[src/rtl/swreg_pkg.sv]
package swreg_pkg;

    localparam int WR_BITS   = 27;
    localparam int RD_BITS   = 46;
    localparam int RESP_BITS = 32;
    localparam int TAIL_CLKS = 2;
    localparam int IDX_W     = $clog2(RD_BITS);

    typedef enum logic [2:0] {
        ST_IDLE,
        ST_PREP,
        ST_SEL,
        ST_CMD,
        ST_RESP,
        ST_TAIL,
        ST_FIN
    } link_state_e;

    typedef enum logic [1:0] {
        PH_LEAD,
        PH_SETUP,
        PH_HIGH
    } slot_phase_e;

endpackage

[src/rtl/swreg_timer.sv]
module swreg_timer #(
    parameter int TW = 8
) (
    input  logic          clk,
    input  logic          rst_n,
    input  logic          load,
    input  logic [TW-1:0] load_val,
    output logic          expired
);
    logic [TW-1:0] cnt;

    always_ff @(posedge clk or negedge rst_n) begin
        if (!rst_n)           cnt <= '0;
        else if (load)        cnt <= load_val;
        else if (cnt != '0)   cnt <= cnt - 1'b1;
    end

    assign expired = (cnt == '0);
endmodule

[src/rtl/swreg_frame.sv]
module swreg_frame
    import swreg_pkg::*;
(
    input  logic               is_write,
    input  logic               tbl,
    input  logic [7:0]         addr,
    input  logic [15:0]        wdata,
    output logic [RD_BITS-1:0] frame,
    output logic [IDX_W-1:0]   last_idx
);
    always_comb begin
        if (is_write) begin
            frame    = {1'b1, 2'b01, addr, wdata, {(RD_BITS-WR_BITS){1'b0}}};
            last_idx = IDX_W'(WR_BITS - 1);
        end else begin
            frame    = {{RESP_BITS{1'b1}}, 2'b01, 2'b10, tbl, 2'b00, addr[6:0]};
            last_idx = IDX_W'(RD_BITS - 1);
        end
    end
endmodule

[src/rtl/swreg_capture.sv]
module swreg_capture
    import swreg_pkg::*;
(
    input  logic                 clk,
    input  logic                 rst_n,
    input  logic                 clear,
    input  logic                 shift_en,
    input  logic                 sdi,
    input  logic                 tbl,
    input  logic                 odd,
    input  logic                 is_read,
    output logic [RESP_BITS-1:0] rdata
);
    localparam int HALF = RESP_BITS / 2;
    logic [RESP_BITS-1:0] sh;

    always_ff @(posedge clk or negedge rst_n) begin
        if (!rst_n)        sh <= '0;
        else if (clear)    sh <= '0;
        else if (shift_en) sh <= {sh[RESP_BITS-2:0], sdi};
    end

    always_comb begin
        if (!is_read)  rdata = '0;
        else if (tbl)  rdata = sh;
        else if (odd)  rdata = {{HALF{1'b0}}, sh[RESP_BITS-1:HALF]};
        else           rdata = {{HALF{1'b0}}, sh[HALF-1:0]};
    end
endmodule

[src/rtl/swreg_master.sv]
module swreg_master
    import swreg_pkg::*;
#(
    parameter int EDGE_CYC  = 150,
    parameter int SETUP_CYC = 50
) (
    input  logic        clk,
    input  logic        rst_n,
    input  logic        req_valid,
    output logic        req_ready,
    input  logic        req_write,
    input  logic        req_table,
    input  logic [7:0]  req_addr,
    input  logic [15:0] req_wdata,
    output logic        done_o,
    output logic [31:0] rdata_o,
    output logic        link_oe,
    output logic        link_cs,
    output logic        link_sclk,
    output logic        sdo,
    output logic        sdo_oe,
    input  logic        sdi
);
    localparam int MAXPH = (EDGE_CYC > SETUP_CYC) ? EDGE_CYC : SETUP_CYC;
    localparam int TW    = $clog2(MAXPH + 1);
    localparam logic [TW-1:0] EDGE_L  = TW'(EDGE_CYC - 1);
    localparam logic [TW-1:0] SETUP_L = TW'(SETUP_CYC - 1);

    link_state_e          state, state_n;
    slot_phase_e          ph, ph_n;
    logic [IDX_W-1:0]     bits, bits_n, last_q, last_idx;
    logic [RD_BITS-1:0]   shreg, frame;
    logic                 sdo_q, wr_q, tbl_q, odd_q;
    logic                 tmr_ld, tmr_exp, accept, shift_out, cap_en, fin;
    logic [TW-1:0]        tmr_val;

    swreg_timer #(.TW(TW)) u_timer (
        .clk(clk), .rst_n(rst_n), .load(tmr_ld), .load_val(tmr_val), .expired(tmr_exp)
    );

    swreg_frame u_frame (
        .is_write(req_write), .tbl(req_table), .addr(req_addr), .wdata(req_wdata),
        .frame(frame), .last_idx(last_idx)
    );

    swreg_capture u_cap (
        .clk(clk), .rst_n(rst_n), .clear(accept), .shift_en(cap_en), .sdi(sdi),
        .tbl(tbl_q), .odd(odd_q), .is_read(!wr_q), .rdata(rdata_o)
    );

    // next-state and control strobes
    always_comb begin
        state_n   = state;
        ph_n      = ph;
        bits_n    = bits;
        tmr_ld    = 1'b0;
        tmr_val   = EDGE_L;
        accept    = 1'b0;
        shift_out = 1'b0;
        cap_en    = 1'b0;
        fin       = 1'b0;
        unique case (state)
            ST_IDLE: if (req_valid) begin
                accept  = 1'b1;
                state_n = ST_PREP;
                tmr_ld  = 1'b1;
            end
            ST_PREP: if (tmr_exp) begin
                state_n = ST_SEL;
                tmr_ld  = 1'b1;
            end
            ST_SEL: if (tmr_exp) begin
                state_n = ST_CMD;
                ph_n    = PH_LEAD;
                bits_n  = last_q;
                tmr_ld  = 1'b1;
            end
            ST_CMD, ST_RESP, ST_TAIL: if (tmr_exp) begin
                tmr_ld = 1'b1;
                unique case (ph)
                    PH_LEAD: begin
                        ph_n      = PH_SETUP;
                        tmr_val   = SETUP_L;
                        shift_out = (state == ST_CMD);
                    end
                    PH_SETUP: begin
                        ph_n   = PH_HIGH;
                        cap_en = (state == ST_RESP);
                    end
                    PH_HIGH: begin
                        ph_n = PH_LEAD;
                        if (bits != '0) begin
                            bits_n = bits - 1'b1;
                        end else if (state == ST_CMD && !wr_q) begin
                            state_n = ST_RESP;
                            bits_n  = IDX_W'(RESP_BITS - 1);
                        end else if (state == ST_TAIL) begin
                            state_n = ST_FIN;
                        end else begin
                            state_n = ST_TAIL;
                            bits_n  = IDX_W'(TAIL_CLKS - 1);
                        end
                    end
                    default: ph_n = PH_LEAD;
                endcase
            end
            ST_FIN: if (tmr_exp) begin
                state_n = ST_IDLE;
                fin     = 1'b1;
            end
            default: state_n = ST_IDLE;
        endcase
    end

    // state register
    always_ff @(posedge clk or negedge rst_n) begin
        if (!rst_n) begin
            state  <= ST_IDLE;
            ph     <= PH_LEAD;
            bits   <= '0;
            last_q <= '0;
            shreg  <= '0;
            sdo_q  <= 1'b0;
            wr_q   <= 1'b0;
            tbl_q  <= 1'b0;
            odd_q  <= 1'b0;
            done_o <= 1'b0;
        end else begin
            state  <= state_n;
            ph     <= ph_n;
            bits   <= bits_n;
            done_o <= fin;
            if (accept) begin
                shreg  <= frame;
                last_q <= last_idx;
                wr_q   <= req_write;
                tbl_q  <= req_table;
                odd_q  <= req_addr[0];
                sdo_q  <= 1'b0;
            end else if (shift_out) begin
                sdo_q <= shreg[RD_BITS-1];
                shreg <= {shreg[RD_BITS-2:0], 1'b0};
            end
        end
    end

    // pin outputs
    always_comb begin
        req_ready = (state == ST_IDLE);
        link_oe   = (state != ST_IDLE);
        link_cs   = wr_q && (state == ST_SEL || state == ST_CMD);
        link_sclk = (state == ST_CMD || state == ST_RESP || state == ST_TAIL) && (ph == PH_HIGH);
        sdo       = (state == ST_CMD) ? sdo_q : 1'b0;
        sdo_oe    = (state == ST_PREP || state == ST_SEL || state == ST_CMD)
                 || (state == ST_TAIL && wr_q);
    end

    p_setup_stable_r4: assert property (@(posedge clk) disable iff (!rst_n)
        ($rose(link_sclk) && sdo_oe) |-> $stable(sdo));

    p_cs_hold_r2: assert property (@(posedge clk) disable iff (!rst_n)
        link_sclk |-> $stable(link_cs));

    p_sample_released_r5: assert property (@(posedge clk) disable iff (!rst_n)
        cap_en |-> !sdo_oe);

    p_done_single_r10: assert property (@(posedge clk) disable iff (!rst_n)
        done_o |=> !done_o);

    p_done_released_r9: assert property (@(posedge clk) disable iff (!rst_n)
        done_o |-> (req_ready && !link_oe && !sdo_oe && !link_sclk));

    p_busy_after_accept_r10: assert property (@(posedge clk) disable iff (!rst_n)
        (req_valid && req_ready) |=> !req_ready);

    initial begin
        assert (EDGE_CYC >= 1 && SETUP_CYC >= 1);
    end
endmodule

[config.mk]
export PLATFORM = sky130hd
export DESIGN_NAME = swreg_master
export DESIGN_NICKNAME = d
export VERILOG_FILES = /design/src/rtl/swreg_pkg.sv /design/src/rtl/swreg_timer.sv /design/src/rtl/swreg_frame.sv /design/src/rtl/swreg_capture.sv /design/src/rtl/swreg_master.sv
export SDC_FILE = /design/constraint.sdc
export NUM_CORES = 1
export LEC_CHECK = 0
export ABC_AREA = 1
export BUFFER_PORTS_ARGS = -buffer_cell sky130_fd_sc_hd__buf_2
export CORE_UTILIZATION = 64
export CTS_BUF_LIST = sky130_fd_sc_hd__clkbuf_8
export DETAILED_ROUTE_END_ITERATION = 8
export GPL_TIMING_DRIVEN = 0
export PLACE_DENSITY = 0.87
export SYNTH_ARGS = -nofsm -noshare
export SYNTH_HDL_FRONTEND = slang
export SYNTH_SLANG_ARGS = --single-unit
[constraint.sdc]
create_clock -name clk -period 3.7 [get_ports clk]
set_input_delay 0.555 -clock clk [delete_from_list [all_inputs] [get_ports clk]]
set_output_delay 0.555 -clock clk [all_outputs]
set_load 0.01 [all_outputs]
; ---- Yosys cells after proc, flatten, opt, wreduce, memory -nomap -nowiden
; Cells that the tools add are included.
[word_totals]
ff_bits = 108
input_bits = 30
output_inout_bits = 39
wordCells = 105
[op_classes]
add_sub_neg = 2
n_eq_ne = 16
muxes = 49
reduce_logical = 26
[op_table]
columns = op, count
row1 = $mux 32, 4
row2 = $mux 46, 2
row3 = $mux 45, 1
row4 = $mux 6, 7
row5 = $mux 8, 5
row6 = $mux 3, 7
row7 = $mux 16, 1
row8 = $pmux 3 s5, 1
row9 = $ne 2x2->1 const B, 7
row10 = $mux 1, 13
row11 = $pmux 6 s2, 1
row12 = $eq 3x3->1 const B, 3
row13 = $logic_not 8->1, 1
row14 = $mux 2, 4
row15 = $pmux 2 s2, 2
row16 = $reduce_bool 2->1, 4
row17 = $reduce_bool 8->1, 1
row18 = $sub 8x1->8 const B, 1
row19 = $reduce_and 7->1, 1
row20 = $eq 3x2->1 const B, 2
row21 = $logic_or 1x1->1, 6
row22 = $reduce_bool 6->1, 1
row23 = $sub 6x1->6 const B, 1
row24 = $reduce_and 5->1, 1
row25 = other kinds (13), 16

; ---- Logic depth before layout (Yosys ltp)
[depth]
word_depth = 7
depth_mapped = 10
depth_no_buf = 10

; ---- Hierarchy
; From an unflattened synthesis, not the netlist that was laid out.
[unflattened]
hier_cells = 843
hier_area_um2 = 6177.2
[by_module_without_submodules]
columns = mod, n_inst, cells_per_inst, area_each_um2, seq_area_each_um2
row1 = swreg_master, 1, 454, 3502.1, 1701.6
row2 = swreg_capture, 1, 232, 1701.6, 800.8
row3 = swreg_timer, 1, 74, 518.0, 200.2
row4 = swreg_frame, 1, 83, 455.4, 0.0

; ---- Least setup slack after synthesis
; OpenSTA, ideal clock, no wires.
[synth_timing]
path_kind = reg2out
from = reg tbl_q
to = out rdata_o[10]
arrival_ns = 1.290
required_ns = 3.145
path_slack_ns = 1.855
path_stages_with_launch = 6
path_buffers = 2
cell_sequence = dfrtp_1 > buf_2 > nor2_1 > clkbuf_1 > o21ai_0 > nor2_1
[synth_via]
elab_chain_cells = 2
[synth_rtl]
columns = element, line_no
row1 = "start, declared", swreg_master.sv:33  ; logic sdo_q, wr_q, tbl_q, odd_q;
row2 = "start signal, assigned", swreg_master.sv:137  ; tbl_q <= req_table;
row3 = $mux 32, swreg_capture.sv:25  ; else if (tbl) rdata = sh;
row4 = $mux 32, swreg_capture.sv:24  ; if (!is_read) rdata = '0;
row5 = "end, declared", swreg_master.sv:16  ; output logic [31:0] rdata_o,
; No other way between the ends.

; ---- Worst setup path in the final report
[layout_timing]
from = reg tbl_q
to = out rdata_o[14]
; Same word-level chain as after synthesis.

==> results.yml <==
synthesis:
  synthTopCellsByCount: "nand2_1 (174), dfrtp_1 (104), nor2_1 (88), nand3_1 (84)"
  syn-num-nets: 740
  async_reset_ff_share_pct: 100.0
  synth_flop_cell: "dfrtp_1"
  synth_area_leader_cell: "dfrtp_1"
  synth-seq-cells: 104
  synth_cell_types: 31
  synth_top_area_share_pct: 47.39
  ys_seq_area_share_pct: 47.39
  netlist_instances: 706
  netlist_top_cells_area: "dfrtp_1 (47%), nand2_1 (12%), nand3_1 (7.7%)"
  synth_most_common_cell: "nand2_1"
  synth_edf_count: 0
  synth_area_um2: 5492
  avgSynthCellArea_um2: 7.778
  yosys_warnings: 0
run_status:
  outcome: "complete, no violations"
worst_setup_path:
  cp_max_fo: 10
  cp_cell_sequence: "buf_2 -> nor2_1 -> clkbuf_1 -> o21ai_0 -> nor2_1 -> buf_2"
  required_ns: 3.14
  crit_slowest_cell: "nor2_1"
  max_stage_delay_ns: 0.41
  worstSetupStartpointType: "flop"
  r2r_setup_slack_ns: 1.94
  cp.arrival_ns: 2.09
  setup.worst_path.class: "reg2out"
  cp-end-kind: "primary output"
drt:
  drtIter0Drc: 372
  firstDrtPassIters: 5
  drc: 0
  ant_nets: 0
  routed_via_density: 5.648
  detail_route.wl_per_cell_um: 14.45
  vias: 5055
  wl_um: 12930
clocking:
  worst_skew_pair.late_latency_ns: 0.38
  cts_resized: 0
  root_buffer: "clkbuf_8"
  cts_buffer_depth: 2
  cts_setup_buffers: 0
  clkSinkCount: 104
  path_clk_slew_ns: 0.10
  cts_tree: "yes"
  h-tree-depth: 3
  cts_buffers: 9
  cts-hold-fix-buffers: 0
power:
  ir_drop_uv: 335.3
  swShare_pct: 42.78
  p_total_uw: 4354
  p_seq_share_pct: 37.8
  p_sw_uw: 1863
  leakage_uw: 0.003278
  pwr-share-clk_pct: 16.9
  pwr-share-comb_pct: 45.3
  intPower_uw: 2491
  powerDensity_nw_per_um2: 703.2
grt:
  grt-ovfl-total: 0
  grtUsageTotal_pct: 31.18
  grt_pass1_vias: 4877
  antenna_found_initial: 0
  grt_max_degree: 73
  grt_pass1_wl_um: 21860
sta:
  clock_skew_ns: 0.01858
  relSlewSlack_pct: 67.22
  worstMarginPinSlew_ns: 0.4899
  hold_viol: 0
  finalSetupTns_ns: 0
  rsz0062_at_grt: "false"
  post-route-period-util_pct: 71.53
  finalMaxSlewViolations: 0
  min_period_ns: 2.646
  fmax_mhz: 377.9
  whs_ns: 0.1220
  finalSetupViolCount: 0
finish:
  multi_input_area_um2: 2402
  nFillCells: 646
  layout-drive-gt1-share_pct: 18.10
  diodes: 0
  regArea_um2: 2603
  fin_nets: 820
  syn_to_final_growth_pct: 12.76
placement:
  hpwl_um: 9266
  gp_congestion: 0.8519
  portBuffers: 68
floorplan:
  die-area_um2: 8955
  fp.dieH_um: 94.63
  design.core.area_um2: 8258
  fp.dieW_um: 94.63
  io_pins: 69
  row_count: 33
  start_util_pct: 66.50
hold_path:
  min_path_type: "in2async"
job:
  max_cap_violations: 0
## logic make-up (layout without fill, tap and decap cells)
group | count (synthesis) | after routing | synth area share (%)
adder cells (fa/ha/maj) | 4 | 4 | 0.9114
XOR/XNOR | 3 | 3 | 0.4786
buffers and inverters | 107 | 191 | 8.863
AO/OA/AOI/OAI | 122 | 122 | 13.40
flip-flops | 104 | 104 | 47.39
AND/OR/NAND/NOR | 366 | 366 | 28.96
## metrics by stage
step	setup WS (ns)	instance area, um^2	instances	utilization [%]
floorplan	1.855	5492	706	-
global placement	0.9799	5963	879	72.21
detailed placement	1.489	5993	880	72.58
CTS	1.080	6192	895	74.98
global route	0.8607	6192	895	74.98
finish	1.054	6192	895	74.98
## state kept, by name, summed over array words and instances, names as in the netlist, 2 cells and up
register     count
u_cap.sh        32
u_timer.cnt      8
ph               2
state            3
bits             6
shreg           46
last_q           3
## cell usage in the layout (no fill, tap or decap), types with 3 or more instances in the layout
cell type  count
clkbuf_1       9
dfrtp_1      104
inv_1         59
o22ai_1       10
nor2_2         3
inv_2          4
o21ai_1       10
o211ai_1      28
buf_2         88
nor2_1        88
nand3_1       84
xor2_1         3
ha_1           4
clkbuf_8       9
nand2_2        6
nand2_1      174
buf_4          8
o22ai_2        5
a21oi_1        8
o21ai_0       59
buf_6          4
## worst paths after layout
path | start | to | depth (start not counted)
max | tbl_q | rdata_o[14] | 6
min | rst_n | u_timer.cnt[4] | 1
max reg2reg | u_timer.cnt[0] | u_cap.sh[0] | 8
min reg2reg | last_q[3] | last_q[3] | 2
max in group asynchronous | rst_n | u_cap.sh[12] | 2
min in group clk | sdi | u_cap.sh[0] | 3
## metal layers
metal	vias up	part of all wire (%)	wire [um]	global-route usage, %
met5	-	0	0	0
met4	0	1.4	178	8.586
met3	20	5.9	769	6.280
met2	174	49	6379	51.32
met1	2412	43	5602	42.07
li1	2449	-	-	-
## area by class of cell
cell class / count / share of cell area (%)
plain buffers: 43 / 3.940
flip-flops and latches: 104 / 42.03
clock buffers: 9 / 2.000
inverters: 64 / 3.920
repair buffers: 69 / 5.981
well taps: 105 / 2.122
multi-input cells: 495 / 38.80
clock inverters: 6 / 1.212
## power by group through the flow
| stage | clock network, uW | registers (uW) | logic (uW) |
|---|---|---|---|
| 3_3_place_gp | 0 | 1650 | 1860 |
| 5_1_grt | 780 | 1680 | 2230 |
| 4_1_cts | 741 | 1640 | 1960 |
| 3_5_place_dp | 0 | 1660 | 1950 |
| 2_1_floorplan | 0 | 1620 | 1480 |
| 6_report | 735 | 1650 | 1970 |
## critical path: cells and delay by family, from the launching register on
family | cells | cell delay [ns]
buffers and inverters | 3 | 0.66
AO/OA/AOI/OAI | 1 | 0.14
AND/OR/NAND/NOR | 2 | 0.54
flip-flops | 1 | 0.37
Note: power is estimated with default switching activity, not from simulation.
